===== config.mk =====
export PLATFORM = sky130hd
export DESIGN_NAME = extmem_sel
export DESIGN_NICKNAME = d
export VERILOG_FILES = /design/src/rtl/extmem_sel.sv
export SDC_FILE = /design/constraint.sdc
export NUM_CORES = 1
export LEC_CHECK = 0
export BUFFER_PORTS_ARGS = -buffer_cell sky130_fd_sc_hd__buf_2
export CORE_UTILIZATION = 56
export DETAILED_ROUTE_END_ITERATION = 7
export GPL_ROUTABILITY_DRIVEN = 0
export PLACE_DENSITY = 0.82
export SLEW_MARGIN = 30
export SYNTH_ARGS = -nofsm -noshare
export SYNTH_HDL_FRONTEND = slang
export SYNTH_SLANG_ARGS = --single-unit

===== constraint.sdc =====
create_clock -name clk -period 6.5 [get_ports clk]
set_input_delay 0.65 -clock clk [delete_from_list [all_inputs] [get_ports clk]]
set_output_delay 0.65 -clock clk [all_outputs]
set_load 0.02 [all_outputs]

===== src/rtl/extmem_sel.sv =====
module extmem_sel #(
  parameter int ADDR_W    = 14,
  parameter int IO_ADDR_W = 11,
  parameter int WAIT_W    = 3,
  parameter int CFG_W     = 8
) (
  input  logic              clk,
  input  logic              rst_n,
  input  logic              cfg_we,
  input  logic [3:0]        cfg_addr,
  input  logic [CFG_W-1:0]  cfg_wdata,
  input  logic              req_valid,
  input  logic [1:0]        req_space,
  input  logic [ADDR_W-1:0] req_addr,
  input  logic              req_wr,
  output logic [ADDR_W-1:0] ext_addr,
  output logic              pms_n,
  output logic              dms_n,
  output logic              bms_n,
  output logic              ioms_n,
  output logic              cms_n,
  output logic              rd_n,
  output logic              wr_n,
  output logic              stall,
  output logic              int_hit
);

  localparam int PAGE_W  = ADDR_W - 1;
  localparam int IO_HI_W = ADDR_W - IO_ADDR_W;
  localparam logic [WAIT_W-1:0] WAIT_RST = '1;

  logic [3:0]        cs_en;
  logic [CFG_W-1:0]  ovl;
  logic [WAIT_W-1:0] wt_pm, wt_dm, wt_bm;
  logic [WAIT_W-1:0] wt_io [4];
  logic              busy;
  logic [WAIT_W-1:0] cnt;

  always_ff @(posedge clk or negedge rst_n) begin
    if (!rst_n) begin
      cs_en <= 4'b1011;
      ovl   <= '0;
      wt_pm <= WAIT_RST;
      wt_dm <= WAIT_RST;
      wt_bm <= WAIT_RST;
      for (int i = 0; i < 4; i++) wt_io[i] <= WAIT_RST;
    end else if (cfg_we) begin
      case (cfg_addr)
        4'd0: cs_en <= cfg_wdata[3:0];
        4'd1: ovl   <= cfg_wdata;
        4'd2: wt_pm <= cfg_wdata[WAIT_W-1:0];
        4'd3: wt_dm <= cfg_wdata[WAIT_W-1:0];
        4'd4: wt_bm <= cfg_wdata[WAIT_W-1:0];
        4'd5: wt_io[0] <= cfg_wdata[WAIT_W-1:0];
        4'd6: wt_io[1] <= cfg_wdata[WAIT_W-1:0];
        4'd7: wt_io[2] <= cfg_wdata[WAIT_W-1:0];
        4'd8: wt_io[3] <= cfg_wdata[WAIT_W-1:0];
        default: ;
      endcase
    end
  end

  wire is_pm   = req_space == 2'd0;
  wire is_dm   = req_space == 2'd1;
  wire is_io   = req_space == 2'd2;
  wire is_bm   = req_space == 2'd3;
  wire ovl_hi  = ovl == CFG_W'(2);
  wire ovl_ext = (ovl == CFG_W'(1)) || ovl_hi;
  wire dm_ext  = !req_addr[ADDR_W-1] && ovl_ext;
  wire act     = req_valid && !(is_dm && !dm_ext);
  wire [1:0] io_rgn = req_addr[IO_ADDR_W-1 -: 2];

  assign int_hit = req_valid && is_dm && !dm_ext;

  logic [3:0] sel;
  assign sel = act ? {is_io, is_bm, is_dm, is_pm} : 4'b0000;

  assign pms_n  = ~sel[0];
  assign dms_n  = ~sel[1];
  assign bms_n  = ~sel[2];
  assign ioms_n = ~sel[3];
  assign cms_n  = ~|(sel & cs_en);
  assign rd_n   = ~(act && !req_wr);
  assign wr_n   = ~(act && req_wr);

  always_comb begin
    ext_addr = '0;
    if (act) begin
      if (is_io)      ext_addr = {{IO_HI_W{1'b0}}, req_addr[IO_ADDR_W-1:0]};
      else if (is_dm) ext_addr = {ovl_hi, req_addr[PAGE_W-1:0]};
      else            ext_addr = req_addr;
    end
  end

  logic [WAIT_W-1:0] wsel;
  always_comb begin
    case (req_space)
      2'd0:    wsel = wt_pm;
      2'd1:    wsel = wt_dm;
      2'd2:    wsel = wt_io[io_rgn];
      default: wsel = wt_bm;
    endcase
  end

  wire start = act && !busy;
  assign stall = busy ? (cnt != '0) : (start && wsel != '0);

  always_ff @(posedge clk or negedge rst_n) begin
    if (!rst_n) begin
      busy <= 1'b0;
      cnt  <= '0;
    end else if (busy) begin
      if (cnt == '0) busy <= 1'b0;
      else           cnt  <= cnt - 1'b1;
    end else if (start && wsel != '0) begin
      busy <= 1'b1;
      cnt  <= wsel - 1'b1;
    end
  end

  p_one_sel_r1: assert property (@(posedge clk) disable iff (!rst_n)
    $onehot0({~pms_n, ~dms_n, ~bms_n, ~ioms_n}));

  p_idle_r1: assert property (@(posedge clk) disable iff (!rst_n)
    (!req_valid && !busy) |-> ({pms_n, dms_n, bms_n, ioms_n, cms_n} == 5'b11111));

  p_cms_src_r2: assert property (@(posedge clk) disable iff (!rst_n)
    !cms_n |-> !({pms_n, dms_n, bms_n, ioms_n} == 4'b1111));

  p_io_hi_r4: assert property (@(posedge clk) disable iff (!rst_n)
    !ioms_n |-> (ext_addr[ADDR_W-1:IO_ADDR_W] == '0));

  p_int_quiet_r6: assert property (@(posedge clk) disable iff (!rst_n)
    (int_hit && !busy) |-> (!stall && rd_n && wr_n && dms_n));

  p_count_down_r9: assert property (@(posedge clk) disable iff (!rst_n)
    (busy && $past(busy) && rst_n) |-> (cnt == $past(cnt) - 1'b1));

  p_strobe_r11: assert property (@(posedge clk) disable iff (!rst_n)
    !(rd_n == 1'b0 && wr_n == 1'b0));

endmodule


==> results of run 1 <==
==> final timing paths <==
check                             from     end  cells past startpoint
worst max-delay path            ovl[5]   stall                      6
max in group asynchronous        rst_n  ovl[2]                      1
worst min-delay path             rst_n  cnt[1]                      1
worst max register to register  ovl[5]  cnt[1]                      5
min in group clk                ovl[2]  ovl[2]                      1
worst min register to register  ovl[2]  ovl[2]                      1
==> state kept, by name (all words and copies together), names as in the netlist <==
register  flops
wt_io        12
ovl           8
cs_en         4
cnt           3
wt_bm         3
wt_dm         3
wt_pm         3
busy          1
==> cell usage after synthesis, types with 4 or more instances <==
library cell  count  area, µm²
dfstp_2          24        631
nor3b_1           4       30.0
nor2_1            5       18.8
nand3b_1          4       30.0
nand2_1           6       22.5
dfrtp_1          13        325
and3_1           12       75.1
nor2b_1           5       31.3
mux4_2            7        158
mux2_2           33        372
==> cells by family after synthesis <==
| family | after synthesis |
|---|---|
| adder cells (fa/ha/maj) | 1 |
| XOR/XNOR | 1 |
| AO/OA/AOI/OAI | 9 |
| multiplexers | 45 |
| AND/OR/NAND/NOR | 51 |
| flip-flops | 37 |
| buffers and inverters | 9 |
==> where the power goes <==
group	switching, mW	internal, mW	leakage, nW	total, mW
registers	0.0458	0.317	0.407	0.362
logic	0.107	0.140	0.644	0.248
clock network	0.0725	0.0627	0.0413	0.135
==> critical path, cell delays in order (launching register included) <==
cell and delay (ns):
dfrtp_1 0.39, or4_4 0.56, o41ai_4 0.64, and2_1 0.42, a2bb2oi_4 0.21, nor2b_1 0.18
buf_2 0.19
==> stage by stage <==
stage                     area (µm²)   util
after floorplan                 2030      -
after global placement          2330  0.683
after detailed placement        2330  0.683
after CTS                       2400  0.704
after global routing            2400  0.704
final                           2400  0.704
==> layer usage <==
| metal | track usage | up-vias | routed length (µm) |
|---|---|---|---|
| li1 | - | 677 | - |
| met1 | 0.285 | 720 | 1770 |
| met2 | 0.429 | 67 | 2130 |
| met3 | 0.0643 | 8 | 268 |
| met4 | 0.0727 | 0 | 60 |
| met5 | 0 | - | 0 |
==> cell type report <==
type                       count  area share
multi-input combinational    107       0.430
sequential                    37       0.398
clock buffer                   7      0.0271
inverter                       3     0.00469
clock inverter                 1     0.00208
tap                           46      0.0239
timing repair buffer          55       0.115
==> results.yml, run 1 <==
floorplan:
  rows: 21
  dieArea_um2: 3870
  start_util: 0.595
  fp.dieH_um: 62.2
  ioPinCount: 56
  coreArea_um2: 3420
  die_x_um: 62.2
synth:
  syn_nets: 187
  synth_fa_ha_area_frac: 0.00616
  synthMuxAreaShare: 0.290
  yosysWarnings: 0
  synth_area_um2: 2030
  synth_cell_type_count: 37
  synthXorXnorAreaFrac: 0.00431
  synth_compound_area_frac: 0.0524
  avgSynthCellArea_um2: 13.3
  synth_top_family_by_area: "multiplexers"
  async_flop_share: 1.00
  synth-edff-count: 0
  ys_ff_latch: 37
  ys_seq_area_frac: 0.471
  yosys.area_share.simple: 0.156
  synthFlopType: "dfstp_2"
  synthCells: 153
cells_and_area:
  layout_common_cells: "buf_2, mux2_2, dfstp_2"
  drive_gt1_frac: 0.643
  regArea_um2: 956
  fin_nets: 243
  layout_commonest_cell: "buf_2"
  area_growth_pct: 18.4
  multiInputGateArea_um2: 1030
  insertedDiodeCount: 0
  instances_no_fill: 256
  fillers: 238
grt:
  track_usage: 0.241
  antenna_found_initial: 0
  grt_first_pass_wirelength_um: 7120
  grt_pass1_vias: 1510
  grt_overflow: 0
  grt_max_degree: 38
power:
  fin_total_pwr_uw: 745
  power_density_nw_per_um2: 310
  power.leakage_nw: 1.09
  vdd_ir_drop_max_mv: 0.188
clock_tree:
  cts_buffer_depth: 2
  clock-sinks: 37
  h-tree-depth: 2
  clkLatencyLatePin_ns: 0.34
  post_cts_buffers: 0
  cts_buffers: 5
  post_cts_resized: 0
  cts_tree: "done"
  clockRootBuffer: "clkbuf_4"
  clk_pin_slew_worst_paths_ns: 0.10
  ctsHoldBuffers: 0
timing:
  rsz0062_at_grt: "false"
  fin_ws_ns: 2.93
  period_share: 0.549
  timing.fmax_mhz: 280
  layout_min_cycle_time_ns: 3.57
  skew_ns: 0.00201
  setup-violations-final: 0
  slew_viol_final: 0
  finalHoldViolCount: 0
  max_slew_margin: 0.476
  final.setup.tns_ns: 0
  worst_pin_slew_ns: 0.785
  fin_hold_ws_ns: 0.383
route:
  wl_um: 4230
  wl_per_cell_um: 16.5
  drt_pass1_iterations: 4
  via_per_inst: 5.75
  num_vias: 1472
  drc: 0
  ant_nets: 0
  detail_route.iter0.violations: 58
setup_path:
  cp_max_fo: 16
  cp-start-kind: "flop"
  reg2reg_setup_slack_ns: 3.88
  cp.arrival_ns: 2.92
  end_kind: "primary output"
  crit_type: "reg -> out"
  cp_data_required_time_ns: 5.85
placement:
  dp_cells: 248
  port_buffers: 55
  post-place-ws_ns: 3.33
  dp_hpwl_um: 3220
flow_run:
  maxCapViolations: 0
hold_path:
  min_path_type: "in -> async"
outcome:
  status: "finished, final reports clean"
Power figures use the tool's default switching activity.
==> inputs of run 2 (changes only) <==
CORE_UTILIZATION = 47   (was 56)
PLACE_DENSITY = 0.73   (was 0.82)
clock period = 3 ns   (was 6.5 ns; I/O delays follow)
==> run 2 against run 1 <==
  * Register-to-register slack got worse by 3.3 ns
  * Routed wire length increased by 3.6%
  * Design area increased by 1.4%
  * Combinational power increased by 120%
  * Worst setup slack got worse by 2.7 ns
  * Total power increased by 120%
  * Die area increased by 18%
  * Critical path type unchanged
  * Largest power group unchanged
  * Highest routed layer unchanged
==> results.yml, run 2 (same netlist as run 1, synthesis figures left out) <==
timing:
  period_share: 0.927
  timing.fmax_mhz: 359
  layout_min_cycle_time_ns: 2.78
  fin_ws_ns: 0.218
  final.setup.tns_ns: 0
  skew_ns: 0.00551
  worst_pin_slew_ns: 0.782
  setup-violations-final: 0
  slew_viol_final: 0
  max_slew_margin: 0.478
  finalHoldViolCount: 0
  rsz0062_at_grt: "false"
cells_and_area:
  area_growth_pct: 20.0
  layout_commonest_cell: "buf_2"
  fillers: 351
  insertedDiodeCount: 0
  fin_area_um2: 2440
  reg_top3: "wt_io x12, ovl x8, cs_en x4"
  layout_common_cells: "buf_2, mux2_2, dfstp_2"
  fin_nets: 244
  drive_gt1_frac: 0.635
  regMostFlops: "wt_io"
  largest_register_ffs: 12
grt:
  track_usage: 0.213
  grt_pass1_vias: 1464
  grt_overflow: 0
  grt_first_pass_wirelength_um: 6850
  grt_max_degree: 38
  antenna_found_initial: 0
power:
  power_density_nw_per_um2: 687
  power.leakage_nw: 1.10
  vdd_ir_drop_max_mv: 0.396
floorplan:
  rows: 23
  die_x_um: 67.7
  ioPinCount: 56
  start_util: 0.497
  coreArea_um2: 4090
  dieArea_um2: 4590
  fp.dieH_um: 67.7
route:
  wl_per_cell_um: 16.8
  ant_nets: 0
  drt_pass1_iterations: 4
  num_vias: 1464
  drc: 0
  wl_um: 4380
  via_per_inst: 5.61
  detail_route.iter0.violations: 49
setup_path:
  cpLargestDelayFamily: "simple AND/OR/NAND/NOR gates"
  cp.arrival_ns: 2.48
  startpoint: "ovl[5]"
  cp_slowest_stage_delay_ns: 0.57
  path_cells: "or4_4 > o41ai_4 > and2_1 > a2bb2oi_4 > nor2b_1 > buf_2"
  cp.buffers_inverters: 1
  r2r_start: "wt_io[1]"
  cp_max_fo: 8
  cp-start-kind: "flop"
  slowest_stage: "or4_4"
  crit_type: "reg -> out"
  cp.depth: 6
  rr_endpoint: "cnt[2]"
  end_kind: "primary output"
  critPathCapture: "stall"
  reg2reg_setup_slack_ns: 0.60
  rr_worst_depth: 8
  cp_data_required_time_ns: 2.70
placement:
  dp_hpwl_um: 3340
  placed_cell_area_um2: 2350
  post-place-ws_ns: 0.420
  port_buffers: 55
clock_tree:
  clock-sinks: 37
  clkLatencyLatePin_ns: 0.29
  ctsHoldBuffers: 0
  clockRootBuffer: "clkbuf_8"
  post_cts_buffers: 0
  h-tree-depth: 2
  cts_buffers: 5
  cts_buffer_depth: 2
  cts_tree: "done"
  clk_pin_slew_worst_paths_ns: 0.07
  post_cts_resized: 0
outcome:
  status: "finished, final reports clean"
flow_run:
  maxCapViolations: 0
hold_path:
  min_path_type: "in -> async"
run 2: stage by stage:
step           power [mW]  hold WS [ns]  std cells   util
6_report             1.67        0.0845        261  0.596
5_1_grt              1.77         0.149        261  0.596
4_1_cts              1.69         0.104        261  0.596
3_5_place_dp         1.33         0.422        253  0.574
3_3_place_gp         1.30         0.413        253  0.574
2_1_floorplan        1.18       0.00441        153      -
run 2: worst min path at each step:
| stage | from | endpoint | slack [ns] | depth (start not counted) |
|---|---|---|---|---|
| 2_1_floorplan | rst_n | busy | 0.004 | 0 |
| 3_3_place_gp | rst_n | ovl[6] | 0.41 | 1 |
| 3_5_place_dp | rst_n | ovl[6] | 0.42 | 1 |
| 4_1_cts | rst_n | ovl[6] | 0.10 | 1 |
| 5_1_grt | rst_n | ovl[6] | 0.15 | 1 |
| 6_report | rst_n | ovl[6] | 0.08 | 1 |
run 2: area by class of cell:
| class | count | area [µm²] | share of cell area |
|---|---|---|---|
| multi-input combinational | 107 | 1030 | 0.424 |
| sequential | 37 | 956 | 0.392 |
| tap | 50 | 62.6 | 0.0257 |
| clock buffer | 8 | 90.1 | 0.0370 |
| inverter | 3 | 11.3 | 0.00462 |
| timing repair buffer | 56 | 283 | 0.116 |
run 2: power by group:
part	switching, mW	internal, mW
logic	0.238	0.305
registers	0.0904	0.686
clock network	0.165	0.187
total	0.494	1.18
run 2: layer usage:
| layer | track usage | part of all wire |
|---|---|---|
| met1 | 0.248 | 0.42 |
| met5 | 0 | 0 |
| met4 | 0.0798 | 0.0087 |
| met3 | 0.0490 | 0.064 |
| met2 | 0.376 | 0.51 |
